`src/rtl/puf_metrics_pkg.sv`:
```
// Package: shared types for the PUF metrics unit.
// Assumes: nothing beyond IEEE 1800-2017.
package puf_metrics_pkg;

    // Finalize sequencer states
    typedef enum logic [1:0] {
        ST_IDLE   = 2'd0,
        ST_LAUNCH = 2'd1,
        ST_WAIT   = 2'd2
    } fin_state_t;

    // Index of each per-pair count tree, also used to select the ratio
    localparam int unsigned IDX_HD    = 0;
    localparam int unsigned IDX_HW    = 1;
    localparam int unsigned IDX_INTER = 2;
    localparam int unsigned IDX_UNION = 3;
    localparam int unsigned NUM_TREES = 4;

endpackage

```
`src/rtl/popcnt_pipe.sv`:
```
// Module: popcnt_pipe
// Counts the ones in a W-bit word with a two-stage pipeline. Stage one counts
// each CHUNK-bit slice and stage two adds the slice counts. Latency is two
// edges and every edge accepts a new word.
// Assumes: CHUNK >= 1; the top bits of the last slice are padded with zeros.
module popcnt_pipe #(
    parameter int W     = 16,
    parameter int CHUNK = 4
) (
    input  logic                   clk,
    input  logic                   rst_n,
    input  logic [W-1:0]           bits_in,
    output logic [$clog2(W+1)-1:0] count_out
);
    localparam int NCH = (W + CHUNK - 1) / CHUNK;
    localparam int PW  = NCH * CHUNK;
    localparam int CW  = $clog2(CHUNK + 1);
    localparam int OW  = $clog2(W + 1);

    logic [PW-1:0] padded;
    logic [CW-1:0] part_q [NCH];
    logic [OW-1:0] total;

    assign padded = PW'(bits_in);

    for (genvar c = 0; c < NCH; c++) begin : g_slice
        logic [CW-1:0] part_c;

        // Count the ones of one slice
        always_comb begin
            part_c = '0;
            for (int b = 0; b < CHUNK; b++) begin
                part_c = part_c + CW'(padded[c*CHUNK + b]);
            end
        end

        // Stage one register for this slice
        always_ff @(posedge clk) begin
            if (!rst_n) part_q[c] <= '0;
            else        part_q[c] <= part_c;
        end
    end

    // Add the slice counts
    always_comb begin
        total = '0;
        for (int c = 0; c < NCH; c++) begin
            total = total + OW'(part_q[c]);
        end
    end

    // Stage two register
    always_ff @(posedge clk) begin
        if (!rst_n) count_out <= '0;
        else        count_out <= total;
    end

    assert_count_range_R1: assert property (@(posedge clk) disable iff (!rst_n)
        count_out <= OW'(W));

endmodule

```
`src/rtl/seq_divider.sv`:
```
// Module: seq_divider
// Restoring unsigned divider that produces one quotient bit per cycle.
// A start pulse while idle loads the operands. NUM_W cycles later done pulses
// and quo holds floor(num/den).
// Assumes: den is held stable while busy; the caller handles den == 0.
module seq_divider #(
    parameter int NUM_W = 24,
    parameter int DEN_W = 16
) (
    input  logic             clk,
    input  logic             rst_n,
    input  logic             start,
    input  logic [NUM_W-1:0] num,
    input  logic [DEN_W-1:0] den,
    output logic             busy,
    output logic             done,
    output logic [NUM_W-1:0] quo
);
    localparam int IT_W = $clog2(NUM_W + 1);

    logic [DEN_W-1:0] rem;
    logic [NUM_W-1:0] numsh;
    logic [IT_W-1:0]  iter;
    logic [DEN_W:0]   trial;
    logic [DEN_W:0]   diff;
    logic             fits;

    // Trial subtraction for the next quotient bit
    always_comb begin
        trial = {rem, numsh[NUM_W-1]};
        fits  = trial >= {1'b0, den};
        diff  = trial - {1'b0, den};
    end

    // Iteration state, quotient shift and completion pulse
    always_ff @(posedge clk) begin
        if (!rst_n) begin
            busy  <= 1'b0;
            done  <= 1'b0;
            iter  <= '0;
            rem   <= '0;
            numsh <= '0;
            quo   <= '0;
        end else begin
            done <= 1'b0;
            if (start && !busy) begin
                busy  <= 1'b1;
                iter  <= IT_W'(NUM_W);
                rem   <= '0;
                numsh <= num;
                quo   <= '0;
            end else if (busy) begin
                rem   <= fits ? diff[DEN_W-1:0] : trial[DEN_W-1:0];
                quo   <= {quo[NUM_W-2:0], fits};
                numsh <= numsh << 1;
                iter  <= iter - 1'b1;
                if (iter == IT_W'(1)) begin
                    busy <= 1'b0;
                    done <= 1'b1;
                end
            end
        end
    end

    assert_start_busy_R7: assert property (@(posedge clk) disable iff (!rst_n)
        (start && !busy) |=> busy);

endmodule

```
`src/rtl/puf_metrics.sv`:
```
// Module: puf_metrics (top)
// Streams pairs of PUF responses through four population-count trees. The
// trees give distance, weight, intersection and union. The counts are summed
// into running totals, and on request the totals are turned into fixed-point
// percentages by one shared sequential divider.
// Assumes: the host stays within MAX_PAIRS pairs per run or accepts
// saturation, and pulses fin only after the last pair has been accumulated.
module puf_metrics
    import puf_metrics_pkg::*;
#(
    parameter int N         = 16,
    parameter int CHUNK     = 4,
    parameter int MAX_PAIRS = 1024,
    parameter int FRAC      = 4
) (
    input  logic                                 clk,
    input  logic                                 rst_n,
    input  logic                                 clr,
    input  logic                                 in_valid,
    input  logic [N-1:0]                         ref_word,
    input  logic [N-1:0]                         smp_word,
    output logic                                 res_valid,
    output logic [$clog2(N+1)-1:0]               res_hd,
    output logic [$clog2(N+1)-1:0]               res_hw,
    output logic [$clog2(N+1)-1:0]               res_inter,
    output logic [$clog2(N+1)-1:0]               res_union,
    output logic [$clog2(MAX_PAIRS*N+1)-1:0]     sum_hd,
    output logic [$clog2(MAX_PAIRS*N+1)-1:0]     sum_hw,
    output logic [$clog2(MAX_PAIRS*N+1)-1:0]     sum_inter,
    output logic [$clog2(MAX_PAIRS*N+1)-1:0]     sum_union,
    output logic [$clog2(MAX_PAIRS+1)-1:0]       pair_cnt,
    input  logic                                 fin,
    output logic                                 busy,
    output logic                                 done,
    output logic [7+FRAC-1:0]                    hd_pct,
    output logic [7+FRAC-1:0]                    hw_pct,
    output logic [7+FRAC-1:0]                    jac_pct,
    output logic [7+FRAC-1:0]                    rel_pct,
    output logic                                 empty_flag,
    output logic                                 union_zero
);
    localparam int OW      = $clog2(N + 1);
    localparam int ACC_W   = $clog2(MAX_PAIRS * N + 1);
    localparam int CNT_W   = $clog2(MAX_PAIRS + 1);
    localparam int PCT_W   = 7 + FRAC;
    localparam int NUM_W   = ACC_W + 7 + FRAC;
    localparam logic [PCT_W-1:0] FULL_PCT = PCT_W'(100 << FRAC);

    logic [N-1:0]  operand [NUM_TREES];
    logic [OW-1:0] counts  [NUM_TREES];
    logic          v1, v2;

    // Operand for each count tree
    always_comb begin
        operand[IDX_HD]    = ref_word ^ smp_word;
        operand[IDX_HW]    = smp_word;
        operand[IDX_INTER] = ref_word & smp_word;
        operand[IDX_UNION] = ref_word | smp_word;
    end

    for (genvar g = 0; g < NUM_TREES; g++) begin : g_tree
        popcnt_pipe #(.W(N), .CHUNK(CHUNK)) u_pc (
            .clk       (clk),
            .rst_n     (rst_n),
            .bits_in   (operand[g]),
            .count_out (counts[g])
        );
    end

    // Valid pipeline matching the tree latency, flushed by clear
    always_ff @(posedge clk) begin
        if (!rst_n || clr) begin
            v1 <= 1'b0;
            v2 <= 1'b0;
        end else begin
            v1 <= in_valid;
            v2 <= v1;
        end
    end

    assign res_valid = v2;
    assign res_hd    = counts[IDX_HD];
    assign res_hw    = counts[IDX_HW];
    assign res_inter = counts[IDX_INTER];
    assign res_union = counts[IDX_UNION];

    // Running totals with saturation at MAX_PAIRS
    always_ff @(posedge clk) begin
        if (!rst_n || clr) begin
            sum_hd    <= '0;
            sum_hw    <= '0;
            sum_inter <= '0;
            sum_union <= '0;
            pair_cnt  <= '0;
        end else if (v2 && pair_cnt < CNT_W'(MAX_PAIRS)) begin
            sum_hd    <= sum_hd    + ACC_W'(res_hd);
            sum_hw    <= sum_hw    + ACC_W'(res_hw);
            sum_inter <= sum_inter + ACC_W'(res_inter);
            sum_union <= sum_union + ACC_W'(res_union);
            pair_cnt  <= pair_cnt + 1'b1;
        end
    end

    // ---------------- finalize sequencer ----------------
    fin_state_t       state;
    logic [1:0]       sel;
    logic [ACC_W-1:0] snap_hd, snap_hw, snap_int, snap_uni, snap_bits;
    logic [ACC_W-1:0] num_sel, den_sel;
    logic [NUM_W-1:0] div_num, div_quo;
    logic             div_busy, div_done, den_zero;

    // Pick the operands of the ratio being computed
    always_comb begin
        case (sel)
            2'd0:    begin num_sel = snap_hd;  den_sel = snap_bits; end
            2'd1:    begin num_sel = snap_hw;  den_sel = snap_bits; end
            default: begin num_sel = snap_int; den_sel = snap_uni;  end
        endcase
        div_num  = (NUM_W'(num_sel) * NUM_W'(100)) << FRAC;
        den_zero = den_sel == '0;
    end

    seq_divider #(.NUM_W(NUM_W), .DEN_W(ACC_W)) u_div (
        .clk   (clk),
        .rst_n (rst_n),
        .start (state == ST_LAUNCH),
        .num   (div_num),
        .den   (den_sel),
        .busy  (div_busy),
        .done  (div_done),
        .quo   (div_quo)
    );

    // Snapshot the totals, step through the three ratios, store results
    always_ff @(posedge clk) begin
        if (!rst_n) begin
            state      <= ST_IDLE;
            sel        <= '0;
            snap_hd    <= '0;
            snap_hw    <= '0;
            snap_int   <= '0;
            snap_uni   <= '0;
            snap_bits  <= '0;
            hd_pct     <= '0;
            hw_pct     <= '0;
            jac_pct    <= '0;
            empty_flag <= 1'b1;
            union_zero <= 1'b0;
            done       <= 1'b0;
        end else begin
            done <= 1'b0;
            case (state)
                ST_IDLE: if (fin) begin
                    snap_hd    <= sum_hd;
                    snap_hw    <= sum_hw;
                    snap_int   <= sum_inter;
                    snap_uni   <= sum_union;
                    snap_bits  <= ACC_W'(pair_cnt) * ACC_W'(N);
                    empty_flag <= pair_cnt == '0;
                    union_zero <= sum_union == '0;
                    sel        <= '0;
                    state      <= ST_LAUNCH;
                end
                ST_LAUNCH: state <= ST_WAIT;
                ST_WAIT: if (div_done) begin
                    case (sel)
                        2'd0:    hd_pct  <= den_zero ? '0 : div_quo[PCT_W-1:0];
                        2'd1:    hw_pct  <= den_zero ? '0 : div_quo[PCT_W-1:0];
                        default: jac_pct <= den_zero ? '0 : div_quo[PCT_W-1:0];
                    endcase
                    if (sel == 2'd2) begin
                        state <= ST_IDLE;
                        done  <= 1'b1;
                    end else begin
                        sel   <= sel + 1'b1;
                        state <= ST_LAUNCH;
                    end
                end
                default: state <= ST_IDLE;
            endcase
        end
    end

    assign busy    = state != ST_IDLE;
    assign rel_pct = empty_flag ? '0 : FULL_PCT - hd_pct;

    // ---------------- assertions ----------------
    assert_hd_from_sets_R1: assert property (@(posedge clk) disable iff (!rst_n)
        res_valid |-> (res_hd == res_union - res_inter));

    assert_union_ge_inter_R3: assert property (@(posedge clk) disable iff (!rst_n)
        res_valid |-> (res_union >= res_inter));

    assert_sum_order_R4: assert property (@(posedge clk) disable iff (!rst_n)
        sum_inter <= sum_union);

    assert_no_overflow_R5: assert property (@(posedge clk) disable iff (!rst_n)
        pair_cnt <= CNT_W'(MAX_PAIRS));

    assert_clear_R6: assert property (@(posedge clk) disable iff (!rst_n)
        clr |=> (pair_cnt == '0 && sum_hd == '0 && sum_union == '0));

    assert_fin_busy_R7: assert property (@(posedge clk) disable iff (!rst_n)
        (fin && !busy) |=> busy);

    assert_jac_zero_R8: assert property (@(posedge clk) disable iff (!rst_n)
        (done && union_zero) |-> (jac_pct == '0));

    assert_rel_range_R9: assert property (@(posedge clk) disable iff (!rst_n)
        rel_pct <= FULL_PCT);

endmodule

```
`config.mk`:
```
export PLATFORM = sky130hd
export DESIGN_NAME = puf_metrics
export DESIGN_NICKNAME = d
export VERILOG_FILES = /design/src/rtl/puf_metrics_pkg.sv /design/src/rtl/popcnt_pipe.sv /design/src/rtl/seq_divider.sv /design/src/rtl/puf_metrics.sv
export SDC_FILE = /design/constraint.sdc
export NUM_CORES = 1
export LEC_CHECK = 0
export ABC_AREA = 1
export BUFFER_PORTS_ARGS = -buffer_cell sky130_fd_sc_hd__buf_2
export CAP_MARGIN = 20
export CORE_ASPECT_RATIO = 1.25
export CORE_MARGIN = 1
export CORE_UTILIZATION = 28
export CTS_CLUSTER_DIAMETER = 40
export DETAILED_ROUTE_END_ITERATION = 10
export PLACE_DENSITY_LB_ADDON = 0.12
export SYNTH_ARGS = -nofsm -noshare
export SYNTH_HDL_FRONTEND = slang
export SYNTH_SLANG_ARGS = --single-unit
```
`constraint.sdc`:
```
create_clock -name clk -period 5.31 [get_ports clk]
set_clock_uncertainty 0.05 [all_clocks]
set_input_delay 1.062 -clock clk [delete_from_list [all_inputs] [get_ports clk]]
set_output_delay 1.062 -clock clk [all_outputs]
set_load 0.01 [all_outputs]
```
==> impl_metrics.csv <==
group,metric,value,unit
clock_network,clock-root-buffer,"clkbuf_16",
yosys,synthFlopType,"dfxtp_1",
sta,setup-tns-final,0,ps
power,power,7.49,mW
clock_network,clkSinkCount,305,
global_routing,grt_pass1_wl,80800,um
yosys,async_reset_ff_share,0,%
yosys,synth_top_cell_area_share,34.7,%
placement,numPortBuffers,176,
critical_path,cp_max_fo,32,
global_routing,busiest_layer,"met2",
status,status,"complete, no violations",
floorplan,core_region_area,62000,um2
final_layout,area_delta_synth_final,20.7,%
clock_network,post_cts_buffers,0,
final_layout,final_common_cell,"inv_1",
detailed_routing,vias,15073,
floorplan,fp-row-count,102,
critical_path,worstSetupPathType,"reg2reg",
critical_path,arrival,4620,ps
power,vdd_drop_max,262,uV
sta,rsz0062_at_grt,"no",
run,maxCapViolations,0,
clock_network,cts.hold.buffers_added,0,
sta,slew_headroom,32.7,%
global_routing,grtUsageMet3,4.72,%
global_routing,grt_use_met2,29.4,%
global_routing,gr-usage-all-layers,16.1,%
floorplan,die_w,226,um
power,leakage,10.3,nW
clock_network,clk_pin_slew,60,ps
yosys,seq_area_frac_synth,34.7,%
floorplan,start_util,28.4,%
final_layout,antenna_cells,0,
yosys,syn_area_per_cell,7.56,um2
clock_network,htreeDepth,2,
clock_network,clockBufferDepth,3,
min_path,min_path_type,"reg2reg",
yosys,synth_top_cell_by_area,"dfxtp_1",
clock_network,clk_latency,640,ps
critical_path,cp_data_required_time,5710,ps
global_routing,first_global_vias,15074,
sta,max_freq,237,MHz
sta,holdWs,359,ps
final_layout,fill_cells,6675,
critical_path,setup.worst_path.end_class,"register",
yosys,synth.cell_area,17600,um2
global_routing,grt_remaining_overflow,0,
yosys,synthDistinctLibCells,47,
placement,dpl_worst_slack,1150,ps
final_layout,final_layout_size_suffix_gt1_share,14.0,%
yosys,synthCells,2332,
sta,hold_viol_final,0,
final_layout,finalCoreUtilization,34.3,%
sta,final-max-slew-violation-count,0,
global_routing,grt_antenna_before_repair,3,
yosys,ys_ff_latch,305,
clock_network,cts_buffers,54,
detailed_routing,drt_pre_antenna_iters,5,
final_layout,final_cell_mix,"inv_1, nand2_1, dfxtp_1, a21oi_1, o21ai_0",
clock_network,cts.repair.resized,0,
floorplan,io_pins,177,
global_routing,grt_max_degree,89,
final_layout,nets,2767,
global_routing,met1_usage,17.8,%
detailed_routing,avgViaCountPerCell,4.47,
critical_path,start_kind,"register",
detailed_routing,ant_nets,0,
yosys,synth.area.top_cells,"dfxtp_1, ha_1, inv_1, nand2_1, fa_1",
yosys,synth_edf_count,0,
placement,dpl.hpwl,39300,um
sta,fin_crit_sh,79.5,%
yosys,ys_warn_count,0,
sta,setup-violations-final,0,
sta,worst_pin_slew,1010,ps
yosys,syn-num-nets,2600,
detailed_routing,drcViolationCount,0,
detailed_routing,drt_iter0_markers,563,
floorplan,die_h,282,um
clock_network,cts_tree,"done",
detailed_routing,wl_per_cell,15.0,um
power,p_per_area,352,nW/um2
floorplan,die-area,63900,um2
sta,setup_ws,1090,ps
sta,finalCriticalPeriod,4220,ps
detailed_routing,drt_wl_total,50600,um
placement,place.gp.congestion,0.898,
-- worst max-delay path: stages (launching register included) --
cell and delay, ps:
dfxtp_1 370, inv_1 90, ha_1 370, nor2_8 460, nand2_1 100, nand3_1 170, ha_1 260, ha_1 280
inv_1 50, fa_1 500, inv_1 40, ha_1 360, a21oi_1 260, or2_2 150, nand3_1 80, or2_2 290
nand3_1 80, a31oi_1 70
-- power breakdown --
part           internal [mW]  total, mW  leakage [nW]  switching, mW
clock                   2.27       3.61         0.928           1.34
sequential              2.44       2.53          2.49         0.0930
combinational          0.486       1.34          6.91          0.853
total                   5.20       7.49          10.3           2.28
-- routing by layer --
metal | up-vias | wire length (um)
li1 | 7781 | -
met1 | 6924 | 20500
met2 | 282 | 25500
met3 | 80 | 3340
met4 | 6 | 1220
met5 | - | 41
-- per-stage QoR --
| step | cell area (um2) | cells |
|---|---|---|
| after global routing | 21300 | 3375 |
| after floorplan | 17600 | 2332 |
| after detailed placement | 19300 | 3273 |
| final | 21300 | 3375 |
| after global placement | 19300 | 3273 |
| after CTS | 21200 | 3373 |
-- synth_stat cells (4+ instances only) --
cell and n:
nor2_1 182, nand4_1 20, xor2_1 27, a21oi_2 31, buf_6 4, a21oi_1 200, nand2_8 10, o21ai_2 4
fa_1 51, o21ai_0 181, nand2_1 407, dfxtp_1 305, nand3_1 105, o22ai_1 16, or2_1 6, or2_2 8
nor3_1 28, inv_2 4, clkbuf_1 72, ha_1 180, inv_1 429, nand3b_1 10, a31oi_1 5, nor4_1 8
o21a_1 4
-- cell families (layout without fill, tap and decap cells) --
group	count (synthesis)	count (layout)	share of synthesized area (%)
xor gates and xnor gates	29	29	1.44
adders and majority gates	231	231	18.6
and+or+nand+nor	793	793	19.8
DFF	305	305	34.7
muxes	2	2	0.114
buffers and inverters	518	729	11.3
AOI/OAI and AO/OA	454	454	14.0
-- final cells by class --
class	count	area, um2	share of cell area [%]
Inverter	437	1640	7.72
Timing Repair Buffer	192	1040	4.89
Sequential cell	305	6110	28.7
Multi-Input combinational cell	1509	9530	44.8
Clock inverter	41	526	2.47
Tap cell	832	1040	4.89
Clock buffer	59	1390	6.53
-- path summary, 6_finish.rpt --
check	slack, ps	endpoint	start	depth (start not counted)
hold / removal	360	res_valid	v1	2
setup / recovery	1090	u_div.numsh[17]	sel[0]	17
hold reg to reg	360	res_valid	v1	2
setup reg to reg	1090	u_div.numsh[17]	sel[0]	17
-- sequential cells by signal (all words and copies together) (netlist names), 15 cells and up --
signal / count
g_tree.u_pc.part_q: 48
g_tree.u_pc.count_out: 20
u_div.numsh: 20
snap_hd: 15
snap_hw: 15
snap_int: 15
snap_uni: 15
sum_hd: 15
sum_hw: 15
sum_inter: 15
sum_union: 15
u_div.rem: 15
Power figures use the tool's default switching activity.
